==> src/rtl/bitshift_unit.sv <==
module bitshift_unit #(
  parameter int WIDTH = 8
) (
  input  logic [2:0]       op_sel,
  input  logic [WIDTH-1:0] data_in,
  output logic [WIDTH-1:0] data_out
);

  typedef enum logic [1:0] {MV_HOLD, MV_UP, MV_DOWN} move_t;

  move_t move;
  logic  wrap;
  logic  fill;

  always_comb begin
    move = MV_HOLD;
    wrap = 1'b0;
    fill = 1'b0;
    case (op_sel)
      3'b001: begin move = MV_UP;   wrap = 1'b1; end
      3'b100: begin move = MV_UP;   fill = 1'b0; end
      3'b010: begin move = MV_DOWN; fill = 1'b1; end
      3'b110: begin move = MV_DOWN; wrap = 1'b1; end
      3'b111: begin move = MV_DOWN; fill = 1'b0; end
      default: move = MV_HOLD;
    endcase
  end

  logic [WIDTH-1:0] from_low;
  logic [WIDTH-1:0] from_high;

  for (genvar i = 0; i < WIDTH; i++) begin : g_bit
    if (i == 0) begin : g_bottom
      assign from_low[i] = wrap ? data_in[WIDTH-1] : fill;
    end else begin : g_lower
      assign from_low[i] = data_in[i-1];
    end
    if (i == WIDTH-1) begin : g_top
      assign from_high[i] = wrap ? data_in[0] : fill;
    end else begin : g_upper
      assign from_high[i] = data_in[i+1];
    end
    assign data_out[i] = (move == MV_UP)   ? from_low[i]  :
                         (move == MV_DOWN) ? from_high[i] : data_in[i];
  end

  always_comb begin
    if (op_sel == 3'b000 || op_sel == 3'b101)
      assert_pass_R1: assert (data_out == data_in) else $error("pass code altered word");
    if (op_sel == 3'b011)
      assert_spare_R2: assert (data_out == data_in) else $error("spare code altered word");
    if (op_sel == 3'b001)
      assert_rotl_R3: assert (data_out[0] == data_in[WIDTH-1] && data_out[WIDTH-1:1] == data_in[WIDTH-2:0])
        else $error("rotate up wrong");
    if (op_sel == 3'b110)
      assert_rotr_R4: assert (data_out[WIDTH-1] == data_in[0] && data_out[WIDTH-2:0] == data_in[WIDTH-1:1])
        else $error("rotate down wrong");
    if (op_sel == 3'b100)
      assert_shl_fill0_R5: assert (!data_out[0] && data_out[WIDTH-1:1] == data_in[WIDTH-2:0])
        else $error("shift up wrong");
    if (op_sel == 3'b010)
      assert_shr_fill1_R6: assert (data_out[WIDTH-1] && data_out[WIDTH-2:0] == data_in[WIDTH-1:1])
        else $error("shift down fill 1 wrong");
    if (op_sel == 3'b111)
      assert_shr_fill0_R7: assert (!data_out[WIDTH-1] && data_out[WIDTH-2:0] == data_in[WIDTH-1:1])
        else $error("shift down fill 0 wrong");
    if (op_sel == 3'b001 || op_sel == 3'b110)
      assert_rot_ones_R8: assert ($countones(data_out) == $countones(data_in))
        else $error("rotate changed ones count");
  end

endmodule

==> config.mk <==
export PLATFORM = sky130hd
export DESIGN_NAME = bitshift_unit
export DESIGN_NICKNAME = d
export VERILOG_FILES = /design/src/rtl/bitshift_unit.sv
export SDC_FILE = /design/constraint.sdc
export NUM_CORES = 1
export LEC_CHECK = 0
export BUFFER_PORTS_ARGS = -buffer_cell sky130_fd_sc_hd__buf_2
export CAP_MARGIN = 5
export CELL_PAD_IN_SITES_DETAIL_PLACEMENT = 0
export CELL_PAD_IN_SITES_GLOBAL_PLACEMENT = 2
export CORE_AREA = 8 8 45 47
export DETAILED_ROUTE_END_ITERATION = 12
export DIE_AREA = 0 0 53 55
export PLACE_DENSITY = 0.89
export SLEW_MARGIN = 15
export SYNTH_ARGS = -nofsm -noshare
export SYNTH_HDL_FRONTEND = slang
export SYNTH_SLANG_ARGS = --single-unit
==> constraint.sdc <==
create_clock -name vclk -period 3.33
set_clock_uncertainty 0.1 [all_clocks]
set_input_delay 0.4995 -clock vclk [all_inputs]
set_output_delay 0.4995 -clock vclk [all_outputs]
set_load 0.02 [all_outputs]
Yosys cells after proc, flatten, opt, wreduce, memory -nomap -nowiden
Cells that the tools add are included.
W data, S select, Z words.
- word-level logic and storage cells: 31
- input port bits: 11
- output and inout bits: 8
- register bits after elaboration: 0
- mux-type cells: 21
- equality and inequality tests: 7
- reduce and logical (&&, ||, !) cells: 3
- operators by type and width (kind ; count):
    $mux W1 ; 20
    $eq A3 B3 Y1 const B ; 3
    $pmux W2 S2 ; 1
    $reduce_or A2 Y1 ; 2
    $eq A3 B1 Y1 const B ; 1
    $eq A3 B2 Y1 const B ; 1
    $reduce_or A3 Y1 ; 1
    $eq A2 B1 Y1 const B ; 1
    $eq A2 B2 Y1 const B ; 1

Logic depth before layout (Yosys ltp)
Gate-level depths: netlist (run 1).
- depth after elaboration: 6
- mapped depth: 5
- depth with buffers taken out: 3

Worst setup path after synthesis (run 1)
Ideal clock, no wire load.
- path type: input-to-output
- start point: input port op_sel[0]
- end point: output port data_out[0]
- data required time: 2.730 ns
- cell stages on the path: 5
- setup slack: 1.317 ns
- arrival time: 1.413 ns
- cell sequence: buf_6 > nor2b_4 > buf_6 > a22o_1 > a211o_1
- longest elaborated chain between the ends: 6
- elaborated cells on any way between the ends: 16
- classes of those cells: eq/ne: 7; mux: 6; reduce/logical: 3
- ends and longest elaborated chain (what ; line ; text):
    start, declared ; 4 ; input logic [2:0] op_sel,
    $eq A3 B3 Y1 (tied with other cells) ; 19 ; case (op_sel)
    $reduce_or A3 Y1 (no source line) or $reduce_or A2 Y1 (tied branches) ; - ;
    $pmux W2 S2 ; 19 ;
    $eq A2 B2 Y1 ; 44 ; (move == MV_DOWN) ? from_high[i] : data_in[i];
    $mux W1 ; 44 ;
    $mux W1 * ; 43 ; assign data_out[i] = (move == MV_UP) ? from_low[i] :
    end, declared ; 6 ; output logic [WIDTH-1:0] data_out
Mark *: on every way between the ends. The rest lies on a longest branch, timed or not.

Worst setup path in the final report (run 1)
- start point: input port op_sel[2]
- end point: output port data_out[7]
- longest elaborated chain between the ends: 6
- elaborated cells on any way between the ends: 16
- classes of those cells: eq/ne: 7; mux: 6; reduce/logical: 3
- ends and longest elaborated chain (what ; line):
    $eq A3 B3 Y1 (tied with other cells) ; 19
    $reduce_or A3 Y1 (no source line) or $reduce_or A2 Y1 (tied branches) ; -
    $pmux W2 S2 or $mux W1 (tied branches) ; 19
    $eq A2 B2 Y1 or $mux W1 (tied branches) ; 44, 39
    $mux W1 ; 44
    $mux W1 * ; 43
Marks and branches as above.

==> results list, run 1 <==
- The flow ran to the end, and the final reports show no timing, DRC or antenna violations.
* Top cell type's share of synthesized area: 0.528
* Fraction of final layout cells with drive strength greater than 1: 0.389
- After floorplanning, the core was divided into 14 placement rows.
- Counting distinct cell types in the post-synthesis netlist gives 18.
- Using the TritonRoute via totals, the vias-per-cell ratio works out to 4.97.
- STA classifies the critical path endpoint as a primary output.
- Number of warnings issued by yosys: 0
* Antenna violations before repair: 0
- Die Y-Extent: 55 um
* Overall die area: 0.00292 mm^2
- Setup repair after global routing left no endpoint under its margin.
- The number of setup buffers added after CTS is 0.
- Antenna fix cells: 0
* Type of the worst setup path: input pin to primary output
* Minimum clock period: 2.13 ns
* Layout Nets: 67
- Measured against its own limit, the worst slew margin works out to 0.807.
* I/O pin cnt: 19
- At the pin with the least slew margin, the transition time is 0.290 ns.
* Critical path arrival: 1.53 ns
- At the worst endpoint, the required time is 2.73 ns.
* Startpoint type of the worst setup path: input pin
- Total half-perimeter wirelength after legalization and detailed placement: 754 um
* Drt pass-1 iters: 3
- Part of the Yosys area used for sequential elements: 0
- The number of global-route vias before repair came to 313.
- Setup total negative slack on the finished layout was measured at 0 ns.
- By area the synthesized netlist is led by sky130_fd_sc_hd__mux2i_1, sky130_fd_sc_hd__xnor2_4, sky130_fd_sc_hd__clkbuf_16.
* Max-slew violations: 0
- Initial DRC Count: 1
- Storage cell area: 0 um^2
- The floorplan step set the die width to 53 um.
- Of all cell types, the one taking the most synthesized area is sky130_fd_sc_hd__mux2i_1.
- At the end of the flow the core is filled with cells to 0.319.
- Entering global routing, the biggest net connects 15 pins.
- Timing would allow up to 469 MHz.
* First-pass GRT wire length: 1.31 mm
- At the end of routability-driven placement, the weighted congestion stood at 0.717.
- The detailed router placed 348 vias in this run.
- In the routed design, unresolved DRC markers number 0.
- Part of the cycle the worst path needs: 0.640
- The number of nets handed over by synthesis was 50.
- Hold repair after CTS inserted 0 buffers.
- Of all nets on the critical path, the largest fanout is 9.
- Area growth, synth to finish: 16.5%
- After synthesis the cells add up to 379 um^2.
* Cell with the most instances after synthesis: sky130_fd_sc_hd__mux2i_1
- After detailed routing, the average wire length per cell comes to 12.9 um.
- Filler cell count: 151
- Counting the clock-network buffers in the layout gives 0.
- IO buf count: 19
- PwrDens: 181 mW/mm^2
* Gates resized, CTS repair: 0
- The initial utilization of the core area, before any placement, comes to 0.274.
- The count of endpoints failing hold in the final timing report came to 0.
- Sum of internal, switching and leakage power: 0.0801 mW
- Post-synthesis instance total: 39
- Top cell types by occurrence after synthesis: sky130_fd_sc_hd__mux2i_1, sky130_fd_sc_hd__a21oi_1, sky130_fd_sc_hd__buf_6
- Type of the worst min-delay path: input pin to primary output
- Residual antenna-violating net count after detailed routing: 0
- In the global route stage, overall resource usage came out at 0.0534.
- Across the VDD grid, the largest voltage drop is 0.0574 mV.
* Maximum Capacitance Violations: 0
- Synth Area per Inst: 9.72 um^2
- For this block, the routed nets add up to 906 um of wire.
- Leakage power total: 0.230 nW
- The total area inside the core boundary comes to 0.00138 mm^2.
- Seq cells: 0
- Setup violations remaining at the end of the flow were counted as 0.
* Global route total overflow: 0
[placed cells by master, fill, tap and decap left out]
| master | instances |
|---|---|
| sky130_fd_sc_hd__nor3_1 | 1 |
| sky130_fd_sc_hd__nor2_1 | 1 |
| sky130_fd_sc_hd__nand3b_1 | 1 |
| sky130_fd_sc_hd__nand2_1 | 1 |
| sky130_fd_sc_hd__xnor2_4 | 1 |
| sky130_fd_sc_hd__a22o_1 | 1 |
| sky130_fd_sc_hd__or3b_1 | 1 |
| sky130_fd_sc_hd__o31ai_1 | 1 |
| sky130_fd_sc_hd__a211o_1 | 1 |
| sky130_fd_sc_hd__buf_2 | 19 |
| sky130_fd_sc_hd__inv_1 | 1 |
| sky130_fd_sc_hd__a21oi_1 | 2 |
| sky130_fd_sc_hd__a311o_1 | 1 |
| sky130_fd_sc_hd__nor2b_4 | 1 |
| sky130_fd_sc_hd__a211oi_1 | 1 |
| sky130_fd_sc_hd__mux2i_1 | 20 |
[layout make-up]
type | count | area [um^2] | share of cell area
timing repair buffer | 19 | 95.1 | 0.215
inverter | 1 | 3.75 | 0.00850
tap | 16 | 20.0 | 0.0453
multi-input combinational | 34 | 323 | 0.731
[stage by stage]
step / cell area [um^2] / hold slack (ns) / cells / worst slack (ns)
floorplan: 379 / 1.17 / 39 / 1.32
global placement: 442 / 1.34 / 70 / 1.20
detailed placement: 442 / 1.35 / 70 / 1.20
CTS: 442 / 1.35 / 70 / 1.19
global route: 442 / 1.36 / 70 / 1.13
finish: 442 / 1.36 / 70 / 1.20
[critical path, stage by stage]
cell	delay, ns
sky130_fd_sc_hd__buf_2	0.24
sky130_fd_sc_hd__mux2i_1	0.21
sky130_fd_sc_hd__a211oi_1	0.09
sky130_fd_sc_hd__a311o_1	0.32
sky130_fd_sc_hd__buf_2	0.16
[where the power goes]
group | switching (mW) | internal, mW
Combinational | 0.0453 | 0.0347
Sequential | 0 | 0
Clock | 0 | 0
Total | 0.0453 | 0.0347
[final timing paths]
path,start,end,slack (ns),cells after the start
min,data_in[0],data_out[7],1.36,3
max,op_sel[2],data_out[7],1.20,5
[cell families (layout without fill, tap and decap cells)]
logic type	count (synthesis)	in the layout	share of synthesized area
AOI/OAI and AO/OA	7	7	0.139
xor gates and xnor gates	1	1	0.0726
buffers and inverters	5	20	0.148
muxes	20	20	0.528
and+or+nand+nor	6	6	0.112
[routing by layer]
| metal | up-vias | wire [um] | track usage | part of all wire |
|---|---|---|---|---|
| met5 | - | 0 | 0 | 0 |
| met4 | 0 | 0 | 0 | 0 |
| met3 | 0 | 103 | 0.0187 | 0.11 |
| met2 | 13 | 399 | 0.0957 | 0.44 |
| met1 | 157 | 403 | 0.0633 | 0.44 |
| li1 | 178 | - | - | - |
No activity file was read; power rests on OpenSTA's default activity.
==> run 2: changes to the inputs <==
--- a/config.mk
+++ b/config.mk
@@ -9,10 +9,10 @@
 export CAP_MARGIN = 5
 export CELL_PAD_IN_SITES_DETAIL_PLACEMENT = 0
 export CELL_PAD_IN_SITES_GLOBAL_PLACEMENT = 2
-export CORE_AREA = 8 8 45 47
+export CORE_MARGIN = 8
+export CORE_UTILIZATION = 25
 export DETAILED_ROUTE_END_ITERATION = 12
-export DIE_AREA = 0 0 53 55
-export PLACE_DENSITY = 0.89
+export PLACE_DENSITY = 0.83
 export SLEW_MARGIN = 15
 export SYNTH_ARGS = -nofsm -noshare
 export SYNTH_HDL_FRONTEND = slang
==> constraint.sdc (replaced) <==
create_clock -name vclk -period 1.9
set_clock_uncertainty 0.1 [all_clocks]
set_input_delay 0.285 -clock vclk [all_inputs]
set_output_delay 0.285 -clock vclk [all_outputs]
set_load 0.02 [all_outputs]
==> run 2 against run 1 <==
- utilization decreased by 1.4 points
- first-iteration DRC count did not move
- critical endpoint unchanged
- sequential cell count is the same
- final area grew 1.7%
- via count rose by 1.7%
- highest routed layer unchanged
- largest cell class unchanged
- sequential share of layout area unchanged
- wire length down 3.3%
- total power is 76% higher
==> results list, run 2 (synthesized netlist as in run 1, its figures left out) <==
- The initial antenna violation count came to 0.
- Vias in the first global route: 357
* Internal portion of total power: 0.0622 mW
- The first global-routing pass estimated 1.49 mm of wire.
- Routability-driven placement finished with a final weighted congestion of 0.748.
- Die Y-Extent: 54.9 um
- Counting the clock-network buffers in the layout gives 0.
- Dividing the detail-routed via count by the number of cells gives 4.99.
- Die outline width: 54.9 um
* Overall die area: 0.00302 mm^2
* Initial DRC Count: 1
- The count of buffers added on input and output ports is 19.
- Storage cell area: 0 um^2
- Global route total overflow: 0
- Maximum number of pins on one net before global-route repair: 10
* Max-slew violations: 0
* Area growth, synth to finish: 18.5%
* Routed via count: 354
- Max_slew headroom: 0.794
- Leakage power total: 0.235 nW
- Layout Nets: 68
- Unrepaired setup endpoints after global routing: no
- Summing all placed instances gives a cell area of 449 um^2.
* Net Switching: 0.0790 mW
- IR drop worst, VDD: 0.147 mV
- Based on the critical path, the design can be clocked at up to 589 MHz.
- Gates resized, CTS repair: 0
* PwrDens: 314 mW/mm^2
- Initial standard-cell utilization of the core: 0.258
- Combinational group share of total power: 1.000
* Core outline area: 0.00147 mm^2
- The first TritonRoute pass finished after 3 iterations.
* Cell depth of the worst hold path: 3
* Startpoint type of the worst setup path: input pin
* Sum Neg Setup Slack: 0 ns
- Worst-path fanout max: 9
- Residual antenna-violating net count after detailed routing: 0
- For the worst setup path, the data required time is 1.51 ns.
* Most used cells in the layout excluding fill and tap cells: sky130_fd_sc_hd__mux2i_1, sky130_fd_sc_hd__buf_2, sky130_fd_sc_hd__a21oi_1
* Seq cells: 0
* Fraction of final layout cells with drive strength greater than 1: 0.400
* Type of the worst setup path: input pin to primary output
* Worst slew pin tran: 0.310 ns
- Detailed route wirelength on metal2: 408 um
* Maximum Capacitance Violations: 0
- Hold Path Origin: data_in[0]
- Most common cell after layout, fill and taps aside: sky130_fd_sc_hd__mux2i_1
* CTS Hold Buffers Added: 0
* Clock network power share: 0
- Part of the cycle the worst path needs: 0.894
- Post-CTS timing repair inserted 0 buffers for setup.
- The repair_antennas step left the layout with diodes totalling 0.
- Counting I/O delays and the setup requirement, the final critical path takes 1.70 ns.
- Once detailed placement completed, the half-perimeter wirelength came to 698 um.
* Detailed route wirelength on metal3: 48 um
- The share of total power dissipated in sequential elements is 0.
- Type of the worst min-delay path: input pin to primary output
- After floorplanning, the core was divided into 14 placement rows.
* Met1 Wirelength: 419 um
* Count of final setup violators: 0
- Final non-filler cell area: 449 um^2
- Worst setup EP type: primary output
- For the worst setup path, the data arrival time is 1.31 ns.
- The count of endpoints failing hold in the final timing report was 0.
- DRC violations left: 0
* Switching share of power: 0.559
- Capture endpoint of the worst hold path: data_out[7]
- The run finished with clean final reports.
- In the final routed layout, each cell accounts on average for 12.3 um.
- I/O pin cnt: 19
- Overall routing resource usage: 0.0601
- The detailed router used layers up to and including met3.
- The final layout contains routed wiring with a total length of 876 um.
run 2: cell count changes in the layout (fill, tap and decap cells not counted):
cell                    change
sky130_fd_sc_hd__buf_4      +1
run 2: cell type report:
cell class / count / area, um^2
fill: 167 / 1020
timing repair buffer: 20 / 103
tap: 16 / 20.0
inverter: 1 / 3.75
multi-input combinational: 34 / 323
run 2: how the worst max path moves through the flow:
stage	from	endpoint	slack (ns)
global placement	op_sel[2]	data_out[7]	0.20
global route	op_sel[0]	data_out[1]	0.16
detailed placement	op_sel[2]	data_out[7]	0.21
floorplan	op_sel[0]	data_out[0]	0.32
CTS	op_sel[2]	data_out[7]	0.20
finish	op_sel[2]	data_out[7]	0.20
run 2: critical path, stage by stage:
cell                       delay [ns]
sky130_fd_sc_hd__buf_2           0.24
sky130_fd_sc_hd__mux2i_1         0.22
sky130_fd_sc_hd__a211oi_1        0.09
sky130_fd_sc_hd__a311o_1         0.32
sky130_fd_sc_hd__buf_2           0.16
run 2: power groups by stage:
stage | logic, mW | registers (mW) | clock network [mW]
2_1_floorplan | 0.106 | 0 | 0
3_3_place_gp | 0.144 | 0 | 0
3_5_place_dp | 0.143 | 0 | 0
4_1_cts | 0.144 | 0 | 0
5_1_grt | 0.154 | 0 | 0
6_report | 0.141 | 0 | 0
run 2: stage by stage:
step	worst slack (ns)	instances	hold WS [ns]	utilization	power, mW
2_1_floorplan	0.316	39	0.744	-	0.106
3_3_place_gp	0.199	71	0.910	0.305	0.144
3_5_place_dp	0.212	71	0.903	0.305	0.143
4_1_cts	0.202	71	0.912	0.305	0.144
5_1_grt	0.156	71	0.929	0.305	0.154
6_report	0.201	71	0.911	0.305	0.141
run 2: per-layer routing:
layer,global-route usage,up-vias
li1,-,182
met5,0,-
met4,0,0
met2,0.109,8
met1,0.0746,164
met3,0.0134,0
==> run 3: changes to the inputs <==
--- a/config.mk
+++ b/config.mk
@@ -5,8 +5,8 @@
 export SDC_FILE = /design/constraint.sdc
 export NUM_CORES = 1
 export LEC_CHECK = 0
-export BUFFER_PORTS_ARGS = -buffer_cell sky130_fd_sc_hd__buf_2
-export CAP_MARGIN = 5
+export BUFFER_PORTS_ARGS = -buffer_cell sky130_fd_sc_hd__buf_4
+export CAP_MARGIN = 30
 export CELL_PAD_IN_SITES_DETAIL_PLACEMENT = 0
 export CELL_PAD_IN_SITES_GLOBAL_PLACEMENT = 2
 export CORE_MARGIN = 8
==> run 3 against run 2 <==
- final area up 8.9%
- combinational power up 13%
- global-route usage down 0.11 points
- die area unchanged
- first-iteration DRC count rose to 4.0 times the previous value
- largest cell class unchanged
- utilization up 2.7 points
- critical path depth unchanged
==> results list, run 3 (synthesized netlist as in run 1, its figures left out) <==
* Most used cells in the layout excluding fill and tap cells: sky130_fd_sc_hd__mux2i_1, sky130_fd_sc_hd__buf_4, sky130_fd_sc_hd__a21oi_1
- Sequence of cells on the critical path: buf_4, nor2b_4, a22o_1, a211o_1, buf_4
- Buffering stage count on the worst path with inverters included: 2
- CP Data Required Time: 1.51 ns
- For this design the static power due to leakage is 0.247 nW.
- Along the worst path, the maximum fanout reaches 7.
* Vias in the first global route: 336
- Storage cell area: 0 um^2
- In this run the vertical extent of the chip is 54.9 um.
- Among all stages on the critical path, the largest delay is contributed by sky130_fd_sc_hd__a211o_1.
- Sum Neg Setup Slack: 0 ns
- Drt pass-1 iters: 2
- For this block, the initial DRC count from the detailed router was 4.
- Type of the worst min-delay path: input pin to primary output
- Seq cells: 0
* Max-slew violations: 0
- Share of the core filled with cells: 0.332
* Final worst hold slack: 0.878 ns
- Derived from the worst setup path, the maximum achievable clock frequency is 609 MHz.
* Endpoint of the most critical setup path: data_out[0]
- Power spread over the standard cell area amounts to 324 mW/mm^2.
- Crit path launch: op_sel[0]
* Gates resized, CTS repair: 0
- Across the VDD grid, the largest voltage drop is 0.127 mV.
- The count of endpoints failing hold in the final timing report is 0.
* Maximum number of pins on one net before global-route repair: 15
* Minimum setup slack in the final design: 0.257 ns
- Setup violations remaining at the end of the flow were counted as 0.
* Cell seen most often among critical-path stages: sky130_fd_sc_hd__buf_4
- The setup path with the least slack is of type input pin to primary output.
- Fraction of final layout cells with drive strength greater than 1: 0.389
- Overall die area: 0.00302 mm^2
* Placer's final routability congestion estimate: 0.741
- Summed over all nets, the half-perimeter wirelength after detailed placement is 734 um.
* Critical path arrival: 1.26 ns
* Antenna fix cells: 0
- Number of cells in the design after placement: 70
- The initialized floorplan defines 14 standard-cell rows.
- Number of cells in the finished layout apart from fillers: 70
- In this design, the stage delay of the slowest critical-path cell is 0.28 ns.
- For this run the aggregate overflow at the end of global routing stands at 0.
- The routed design has 918 um of wire.
* Wire length per cell after detailed routing: 13.1 um
- Worst slew pin tran: 0.304 ns
* Setup Buffers After CTS: 0
- Headroom to the max-slew limit came out at 0.797.
* Layout Nets: 67
- CTS Hold Buffers Added: 0
- Initial standard-cell utilization of the core: 0.258
- The run finished with clean final reports.
* Minimum clock period: 1.64 ns
* Antenna violations before repair: 0
- Startpoint type of the worst setup path: input pin
- The count of buffers added on input and output ports is 19.
- Overall routing resource usage: 0.0590
- Maximum Capacitance Violations: 0
* Cell family with the largest share of critical-path delay: compound AO/OA/AOI/OAI gates
* Via density per instance: 4.84
- Number of clock buffers in the layout: 0
- The critical path runs through a total of 5 cells.
- Setup repair after global routing left no endpoint under its margin.
- Before CTS, the worst setup slack after placement is 0.255 ns.
* First-pass GRT wire length: 1.46 mm
- After detailed routing, the number of remaining DRC violations is 0.
- The count of nets left with antenna violations once routing finished came out at 0.
* Routed via count: 339
- Compared with the post-synthesis result, the final layout area differs by 29.0%.
- Die outline width: 54.9 um
- Most common cell after layout, fill and taps aside: sky130_fd_sc_hd__mux2i_1
* Worst setup EP type: primary output
- The core region is 0.00147 mm^2.
- In the finished design, the share of the clock period the worst path needs comes to 0.865.
- 19 I/O pins were placed.
-- run 3: cell types whose count changed in the layout (fill, tap and decap cells not counted) --
cell,before,now
sky130_fd_sc_hd__buf_2,19,0
sky130_fd_sc_hd__buf_4,1,19
-- run 3: final cells by class --
cell class | instances | area (um^2)
Inverter | 1 | 3.75
Timing Repair Buffer | 19 | 143
Tap cell | 16 | 20.0
Multi-Input combinational cell | 34 | 323
Fill cell | 173 | 982
-- run 3: power breakdown --
part           switching (mW)  internal [mW]  total, mW  leakage (nW)
Sequential                  0              0          0             0
Clock                       0              0          0             0
Combinational          0.0800         0.0785      0.159         0.247
-- run 3: metrics by stage --
step / area (um^2) / power [mW]
final: 489 / 0.159
after global routing: 489 / 0.171
after CTS: 489 / 0.162
after detailed placement: 489 / 0.161
after global placement: 489 / 0.162
after floorplan: 379 / 0.106
-- run 3: worst min-delay path by stage --
stage | from | to | slack, ns | cells after the start
detailed placement | data_in[0] | data_out[7] | 0.88 | 3
global placement | data_in[0] | data_out[7] | 0.88 | 3
finish | data_in[0] | data_out[7] | 0.88 | 3
floorplan | data_in[0] | data_out[7] | 0.74 | 1
CTS | data_in[0] | data_out[7] | 0.88 | 3
global route | data_in[0] | data_out[7] | 0.89 | 3
-- run 3: tightest hold or removal path: cells and delay by family --
family | cells | cell delay, ns
buffers and inverters | 2 | 0.24
AOI/OAI and AO/OA | 1 | 0.17
-- run 3: routing by layer --
layer,up-vias,part of all wire,global-route usage
met2,8,0.49,0.106
met4,0,0,0
met3,0,0.071,0.0134
li1,179,-,-
met1,152,0.44,0.0746
met5,-,0,0
